<file path="config.mk">
export PLATFORM = sky130hd
export DESIGN_NAME = uart_vote_rx
export DESIGN_NICKNAME = d
export VERILOG_FILES = /design/src/rtl/uvr_pkg.sv /design/src/rtl/uvr_ctrl.sv /design/src/rtl/uvr_dpath.sv /design/src/rtl/uart_vote_rx.sv
export SDC_FILE = /design/constraint.sdc
export NUM_CORES = 1
export LEC_CHECK = 0
export BUFFER_PORTS_ARGS = -buffer_cell sky130_fd_sc_hd__clkbuf_2
export CAP_MARGIN = 40
export CORE_MARGIN = 8
export CORE_UTILIZATION = 39
export CTS_BUF_LIST = sky130_fd_sc_hd__clkbuf_16
export CTS_CLUSTER_DIAMETER = 200
export DETAILED_ROUTE_END_ITERATION = 7
export GPL_TIMING_DRIVEN = 0
export RECOVER_POWER = 25
export SKIP_LAST_GASP = 1
export SLEW_MARGIN = 15
export SYNTH_ARGS = -nofsm -noshare
export SYNTH_HDL_FRONTEND = slang
export SYNTH_SLANG_ARGS = --single-unit
</file>
<file path="constraint.sdc">
create_clock -name clk -period 1.9 [get_ports clk]
set_input_delay 0.38 -clock clk [delete_from_list [all_inputs] [get_ports clk]]
set_output_delay 0.38 -clock clk [all_outputs]
set_load 0.01 [all_outputs]
</file>
<file path="src/rtl/uvr_pkg.sv">
package uvr_pkg;

  typedef enum logic [2:0] {
    RX_IDLE,
    RX_START,
    RX_BITS,
    RX_STOP,
    RX_HOLD
  } rxPhase_e;

  // strobes from control to datapath
  typedef struct packed {
    logic sample;     // shift current line value into the vote window
    logic clrFrame;   // start of a new frame
    logic writeBit;   // store voted bit at bitIdx
    logic deliver;    // load holding register
    logic stopLow;    // voted stop bit was low
    logic markBreak;  // record break
    logic setMatch;   // matching address seen
    logic clrMatch;   // non-matching address seen
  } rxStb_t;

endpackage

</file>
<file path="src/rtl/uvr_ctrl.sv">
module uvr_ctrl
  import uvr_pkg::*;
#(
  parameter int DATA_W = 8,
  parameter int OSR_HI = 16,
  localparam int PH_W  = $clog2(OSR_HI),
  localparam int IDX_W = $clog2(DATA_W + 2)
) (
  input  logic             clk,
  input  logic             rstN,
  input  logic             baudTick,
  input  logic             line,
  input  logic             osr16,
  input  logic             parEn,
  input  logic             addrMode,
  input  logic             voteNow,
  input  logic             frameZero,
  input  logic             ninthBit,
  input  logic             addrHit,
  input  logic             matched,
  output rxStb_t           stb,
  output logic [IDX_W-1:0] bitIdx
);

  localparam logic [IDX_W-1:0] LAST_D    = IDX_W'(DATA_W - 1);
  localparam logic [IDX_W-1:0] NINTH_IDX = IDX_W'(DATA_W);
  localparam logic [IDX_W-1:0] PAR_IDX   = IDX_W'(DATA_W + 1);

  rxPhase_e         st;
  logic [PH_W-1:0]  phase;
  logic [PH_W-1:0]  half;
  logic [PH_W-1:0]  lastPh;
  logic             inWin;
  logic             decide;
  logic             isAddr;

  assign half   = osr16 ? PH_W'(OSR_HI / 2) : PH_W'(OSR_HI / 4);
  assign lastPh = osr16 ? PH_W'(OSR_HI - 1) : PH_W'(OSR_HI / 2 - 1);
  assign inWin  = (phase == half - 1'b1) || (phase == half) || (phase == half + 1'b1);
  assign decide = (phase == half + 1'b1);
  assign isAddr = addrMode && ninthBit;

  always_comb begin
    stb = '0;
    if (baudTick) begin
      if (st inside {RX_START, RX_BITS, RX_STOP} && inWin) stb.sample = 1'b1;
      if (st == RX_IDLE && !line) stb.clrFrame = 1'b1;
      if (st == RX_BITS && decide) stb.writeBit = 1'b1;
      if (st == RX_STOP && decide) begin
        if (!voteNow && frameZero) begin
          stb.markBreak = 1'b1;
        end else begin
          stb.deliver  = !addrMode || (isAddr ? addrHit : matched);
          stb.stopLow  = !voteNow;
          stb.setMatch = isAddr && addrHit;
          stb.clrMatch = isAddr && !addrHit;
        end
      end
    end
  end

  always_ff @(posedge clk or negedge rstN) begin
    if (!rstN) begin
      st     <= RX_IDLE;
      phase  <= '0;
      bitIdx <= '0;
    end else if (baudTick) begin
      case (st)
        RX_IDLE: begin
          if (!line) begin
            st    <= RX_START;
            phase <= PH_W'(1);
          end
        end
        RX_START: begin
          if (decide && voteNow) begin
            st <= RX_IDLE;
          end else if (phase == lastPh) begin
            st     <= RX_BITS;
            phase  <= '0;
            bitIdx <= '0;
          end else begin
            phase <= phase + 1'b1;
          end
        end
        RX_BITS: begin
          if (phase == lastPh) begin
            phase <= '0;
            if (bitIdx == LAST_D) begin
              if (addrMode)   bitIdx <= NINTH_IDX;
              else if (parEn) bitIdx <= PAR_IDX;
              else            st     <= RX_STOP;
            end else if (bitIdx == NINTH_IDX) begin
              if (parEn) bitIdx <= PAR_IDX;
              else       st     <= RX_STOP;
            end else if (bitIdx == PAR_IDX) begin
              st <= RX_STOP;
            end else begin
              bitIdx <= bitIdx + 1'b1;
            end
          end else begin
            phase <= phase + 1'b1;
          end
        end
        RX_STOP: begin
          if (decide) st <= stb.markBreak ? RX_HOLD : RX_IDLE;
          else        phase <= phase + 1'b1;
        end
        RX_HOLD: begin
          if (line) st <= RX_IDLE;
        end
        default: st <= RX_IDLE;
      endcase
    end
  end

endmodule

</file>
<file path="src/rtl/uvr_dpath.sv">
module uvr_dpath
  import uvr_pkg::*;
#(
  parameter int DATA_W = 8,
  localparam int IDX_W   = $clog2(DATA_W + 2),
  localparam int FRAME_W = DATA_W + 2
) (
  input  logic              clk,
  input  logic              rstN,
  input  logic              rxIn,
  input  rxStb_t            stb,
  input  logic [IDX_W-1:0]  bitIdx,
  input  logic [DATA_W-1:0] myAddr,
  input  logic              parEn,
  input  logic              parOdd,
  input  logic              addrMode,
  input  logic              rdAck,
  output logic              line,
  output logic              voteNow,
  output logic              frameZero,
  output logic              ninthBit,
  output logic              addrHit,
  output logic              matched,
  output logic [DATA_W-1:0] rxData,
  output logic              rxValid,
  output logic              rxIsAddr,
  output logic              frameErr,
  output logic              parityErr,
  output logic              overrunErr,
  output logic              breakDet
);

  logic               syncA, syncB;
  logic [1:0]         votes;
  logic [FRAME_W-1:0] frame;
  logic               parBad;

  always_ff @(posedge clk or negedge rstN) begin
    if (!rstN) begin
      syncA <= 1'b1;
      syncB <= 1'b1;
    end else begin
      syncA <= rxIn;
      syncB <= syncA;
    end
  end
  assign line = syncB;

  always_ff @(posedge clk or negedge rstN) begin
    if (!rstN)           votes <= 2'b11;
    else if (stb.sample) votes <= {votes[0], line};
  end
  assign voteNow = (votes[1] & votes[0]) | (votes[1] & line) | (votes[0] & line);

  for (genvar i = 0; i < FRAME_W; i++) begin : g_frame
    always_ff @(posedge clk or negedge rstN) begin
      if (!rstN)                                          frame[i] <= 1'b0;
      else if (stb.clrFrame)                              frame[i] <= 1'b0;
      else if (stb.writeBit && bitIdx == IDX_W'(i))       frame[i] <= voteNow;
    end
  end

  assign frameZero = ~|frame;
  assign ninthBit  = frame[DATA_W];
  assign addrHit   = (frame[DATA_W-1:0] == myAddr);
  assign parBad    = parEn && ((^frame) != parOdd);

  always_ff @(posedge clk or negedge rstN) begin
    if (!rstN)             matched <= 1'b0;
    else if (stb.setMatch) matched <= 1'b1;
    else if (stb.clrMatch) matched <= 1'b0;
  end

  always_ff @(posedge clk or negedge rstN) begin
    if (!rstN) begin
      rxData     <= '0;
      rxValid    <= 1'b0;
      rxIsAddr   <= 1'b0;
      frameErr   <= 1'b0;
      parityErr  <= 1'b0;
      overrunErr <= 1'b0;
      breakDet   <= 1'b0;
    end else begin
      if (rdAck) begin
        rxValid    <= 1'b0;
        frameErr   <= 1'b0;
        parityErr  <= 1'b0;
        overrunErr <= 1'b0;
        breakDet   <= 1'b0;
      end
      if (stb.deliver) begin
        rxData     <= frame[DATA_W-1:0];
        rxIsAddr   <= addrMode && ninthBit;
        frameErr   <= stb.stopLow;
        parityErr  <= parBad;
        overrunErr <= rxValid && !rdAck;
        rxValid    <= 1'b1;
      end
      if (stb.markBreak) breakDet <= 1'b1;
    end
  end

endmodule

</file>
<file path="src/rtl/uart_vote_rx.sv">
module uart_vote_rx
  import uvr_pkg::*;
#(
  parameter int DATA_W = 8,
  parameter int OSR_HI = 16,
  localparam int IDX_W = $clog2(DATA_W + 2)
) (
  input  logic              clk,
  input  logic              rstN,
  input  logic              rxIn,
  input  logic              baudTick,
  input  logic              osr16,
  input  logic              parEn,
  input  logic              parOdd,
  input  logic              addrMode,
  input  logic [DATA_W-1:0] myAddr,
  input  logic              rdAck,
  output logic [DATA_W-1:0] rxData,
  output logic              rxValid,
  output logic              rxIsAddr,
  output logic              frameErr,
  output logic              parityErr,
  output logic              overrunErr,
  output logic              breakDet
);

  rxStb_t           stb;
  logic [IDX_W-1:0] bitIdx;
  logic             line, voteNow, frameZero, ninthBit, addrHit, matched;

  uvr_ctrl #(.DATA_W(DATA_W), .OSR_HI(OSR_HI)) u_ctrl (
    .clk(clk), .rstN(rstN), .baudTick(baudTick), .line(line),
    .osr16(osr16), .parEn(parEn), .addrMode(addrMode),
    .voteNow(voteNow), .frameZero(frameZero), .ninthBit(ninthBit),
    .addrHit(addrHit), .matched(matched), .stb(stb), .bitIdx(bitIdx)
  );

  uvr_dpath #(.DATA_W(DATA_W)) u_dpath (
    .clk(clk), .rstN(rstN), .rxIn(rxIn), .stb(stb), .bitIdx(bitIdx),
    .myAddr(myAddr), .parEn(parEn), .parOdd(parOdd), .addrMode(addrMode),
    .rdAck(rdAck), .line(line), .voteNow(voteNow), .frameZero(frameZero),
    .ninthBit(ninthBit), .addrHit(addrHit), .matched(matched),
    .rxData(rxData), .rxValid(rxValid), .rxIsAddr(rxIsAddr),
    .frameErr(frameErr), .parityErr(parityErr), .overrunErr(overrunErr),
    .breakDet(breakDet)
  );

endmodule

</file>
==> results.ini <==
[logic_synthesis]
synth_flop_cell = dfrtp_1
synth_nets = 280
synth-seq-area-share_pct = 39.0
synthCells = 251
synth_edf_count = 0
syn_area_um2 = 2580
synth_seq_cells = 40
synth_warnings = 0
synth_cell_types = 63
avgSynthCellArea_um2 = 10.3
async_reset_ff_share_pct = 100

[routing]
routedWlPerCell_um = 15.2
post-route-drc-count = 0
dr_wl_met2_um = 2850
ant_nets = 0
vias_per_cell = 5.17
wl_met3_um = 252
routed.top_layer = met4
wl_um = 5980
drt-initial-drc-count = 97
vias = 2037
wl_met1_um = 2740
first_pass_iters = 4

[sta]
setup_viol = 11
slew_headroom_pct = 55.6
slew_violations = 0
rsz0062_at_grt = yes
tightest_slew_ns = 0.665
fin_skew_ns = 0.00621
fin_ws_ns = -0.111
hold_viol = 0
max_freq_ghz = 0.497
post-route-period-util_pct = 106
layout_min_cycle_time_ns = 2.01

[die]
row_count = 29
ioPinCount = 31
core_um2 = 6390
die_area_um2 = 9470
initial_utilization_pct = 40.4
dieWidth_um = 97.3
die_y_um = 97.3

[power]
leakagePower_uw = 0.00155
p_switching_uw = 1040
powerDensity_nw_per_um2 = 892
power_uw = 2970
p_sw_share_pct = 34.9
p_clk_share_pct = 28.1
p_seq_share_pct = 35.2
peakVddDrop_uv = 469
p_comb_share_pct = 36.7
intPower_uw = 1930

[global_routing]
grt_util_all_layers_pct = 12.5
grt_start_max_net_pins = 30
grt_antenna_before_repair = 0
grt_pass1_wl_um = 9840
overflow = 0
first_global_vias = 2069

[hold_path]
hp-start = rxIn
hold_depth = 1
min_to = u_dpath.syncA
min_path_type = primary input to flop

[flow_run]
drv_cap = 0

[clocking]
cts_root_buf = clkbuf_16
numClockSinks = 40
clkTransAtPathRegs_ns = 0.06
clkLatencyLatePin_ns = 0.29
cts-htree-levels = 2
cts_tree = done
clk_path_buf_depth = 2
cts_buffers = 5

[outcome]
outcome = finished with violations
failed_checks = setup timing

[setup_path]
start_kind = flop
crit_type = flop to flop
critical_path_arrival_ns = 2.18
reg2reg_to = u_dpath.rxData[5]
crit_path_end_kind = flop
crit_required_ns = 2.07
regToRegSetupSlack_ns = -0.11
r2r.worst_path.cells = 8
crit_fanout = 7
timing.rr.start = u_dpath.frame[4]

[place]
place_ws_ns = -0.186
gp_congestion = 0.776
io_buffers = 30
dp_hpwl_um = 4340

[finish]
mostFrequentLayoutCell = dfrtp_1
nets = 345
antenna_cells = 0
area_growth_pct = 29.2
final_util_pct = 52.2
most-common-layout-cells = dfrtp_1, clkbuf_2, nand2_1
drive_above_1_share_pct = 38.5

==> worst max-delay path by stage <==
stage,startpoint,to,slack [ns]
final,u_dpath.frame[4],u_dpath.rxData[5],-0.11
after global routing,u_dpath.frame[4],u_dpath.rxData[6],-0.18
after CTS,u_dpath.frame[4],u_dpath.rxData[5],-0.12
after detailed placement,u_ctrl.bitIdx[0],u_ctrl.bitIdx[0],-0.19
after global placement,u_ctrl.bitIdx[0],u_ctrl.bitIdx[3],-0.15
after floorplan,u_ctrl.bitIdx[0],u_ctrl.bitIdx[3],0.007
==> synthesized netlist by cell type, types with 2 or more instances <==
library cell   n  share of area [%]
buf_6          2               0.87
nand4_1        5                1.2
nor2_1        14                2.0
mux2_4         6                3.5
o21ai_0        9                1.7
nand2b_1       6                1.5
a31oi_1        2               0.49
inv_1         17                2.5
nor2b_1        3               0.73
dfstp_2        4                4.1
a22o_1         3                1.0
a21oi_1        6                1.2
or3_1          2               0.49
a21o_1         3               0.87
mux2_2         4                1.7
o21bai_1       2               0.58
dfrtp_1       36                 35
and3b_1        2               0.68
xor2_1         3                1.0
ha_1          12                5.8
mux2i_1       10                3.9
nand3_1       11                2.1
xnor2_1       13                4.4
nor3b_1        3               0.87
a211o_1        2               0.68
nand2_1       29                4.2
nand3b_1       3               0.87
buf_2          4               0.78
==> timing repair <==
action                                  4_1_cts  5_1_grt
endpoints found under the setup margin       19       29
buffers inserted                             15       10
gates resized for setup                      14       20
hold buffers                                  1        0
hold endpoints to repair                      6        0
pin swaps                                     3        8
==> power groups by stage <==
stage	Sequential (uW)	Clock, uW	Combinational, uW
2_1_floorplan	1040	0	722
4_1_cts	1040	851	1040
6_report	1050	833	1090
3_3_place_gp	1050	0	895
3_5_place_dp	1060	0	921
5_1_grt	1060	887	1190
==> registers in the layout (all words and copies together) (netlist names), 2 cells and up <==
| signal | cells |
|---|---|
| u_dpath.rxData | 8 |
| u_ctrl.st | 3 |
| u_dpath.frame | 9 |
| u_ctrl.bitIdx | 4 |
| u_ctrl.phase | 4 |
| u_dpath.votes | 2 |
==> critical path, cell delays in order, from the launching register on <==
cell and delay, ns:
dfrtp_1 0.43, inv_1 0.08, ha_1 0.14, nand4_1 0.12, or3_4 0.42, nand4_4 0.09, o21a_4 0.17, buf_12 0.13
mux2_4 0.29
==> per-stage QoR <==
| stage | setup TNS (ns) | std cells | hold WS [ns] | area [um2] |
|---|---|---|---|---|
| final | -0.904 | 394 | 0.175 | 3330 |
| after global routing | -1.82 | 394 | 0.171 | 3330 |
| after CTS | -1.06 | 383 | 0.171 | 3180 |
| after detailed placement | -1.82 | 359 | 0.304 | 2850 |
| after global placement | -1.35 | 358 | 0.347 | 2830 |
| after floorplan | 0 | 251 | 0.0844 | 2580 |
==> layer usage <==
metal | global-route usage [%] | vias to the layer above
met1 | 15.3 | 981
met3 | 3.20 | 12
met4 | 4.55 | 0
met2 | 20.5 | 31
li1 | - | 1013
met5 | 0 | -
==> final cells by class <==
class	count	area, um2
buffer	8	68.8
clock inverter	3	18.8
clock buffer	5	125
inverter	17	66.3
timing repair buffer	58	365
multi-input combinational	186	1580
fill	589	3060
tap	77	96.3
sequential	40	1010
==> cells by family (layout without fill, tap and decap cells) <==
logic type,Yosys count,count (layout),share of synthesized area [%]
simple gates,94,94,21.9
compound gates,43,43,13.2
flops,40,40,39.0
buf+inv,25,91,5.05
mux,20,20,9.12
xor+xnor,16,16,5.43
fa+ha+maj,13,13,6.26
No activity file was read; power rests on OpenSTA's default activity.
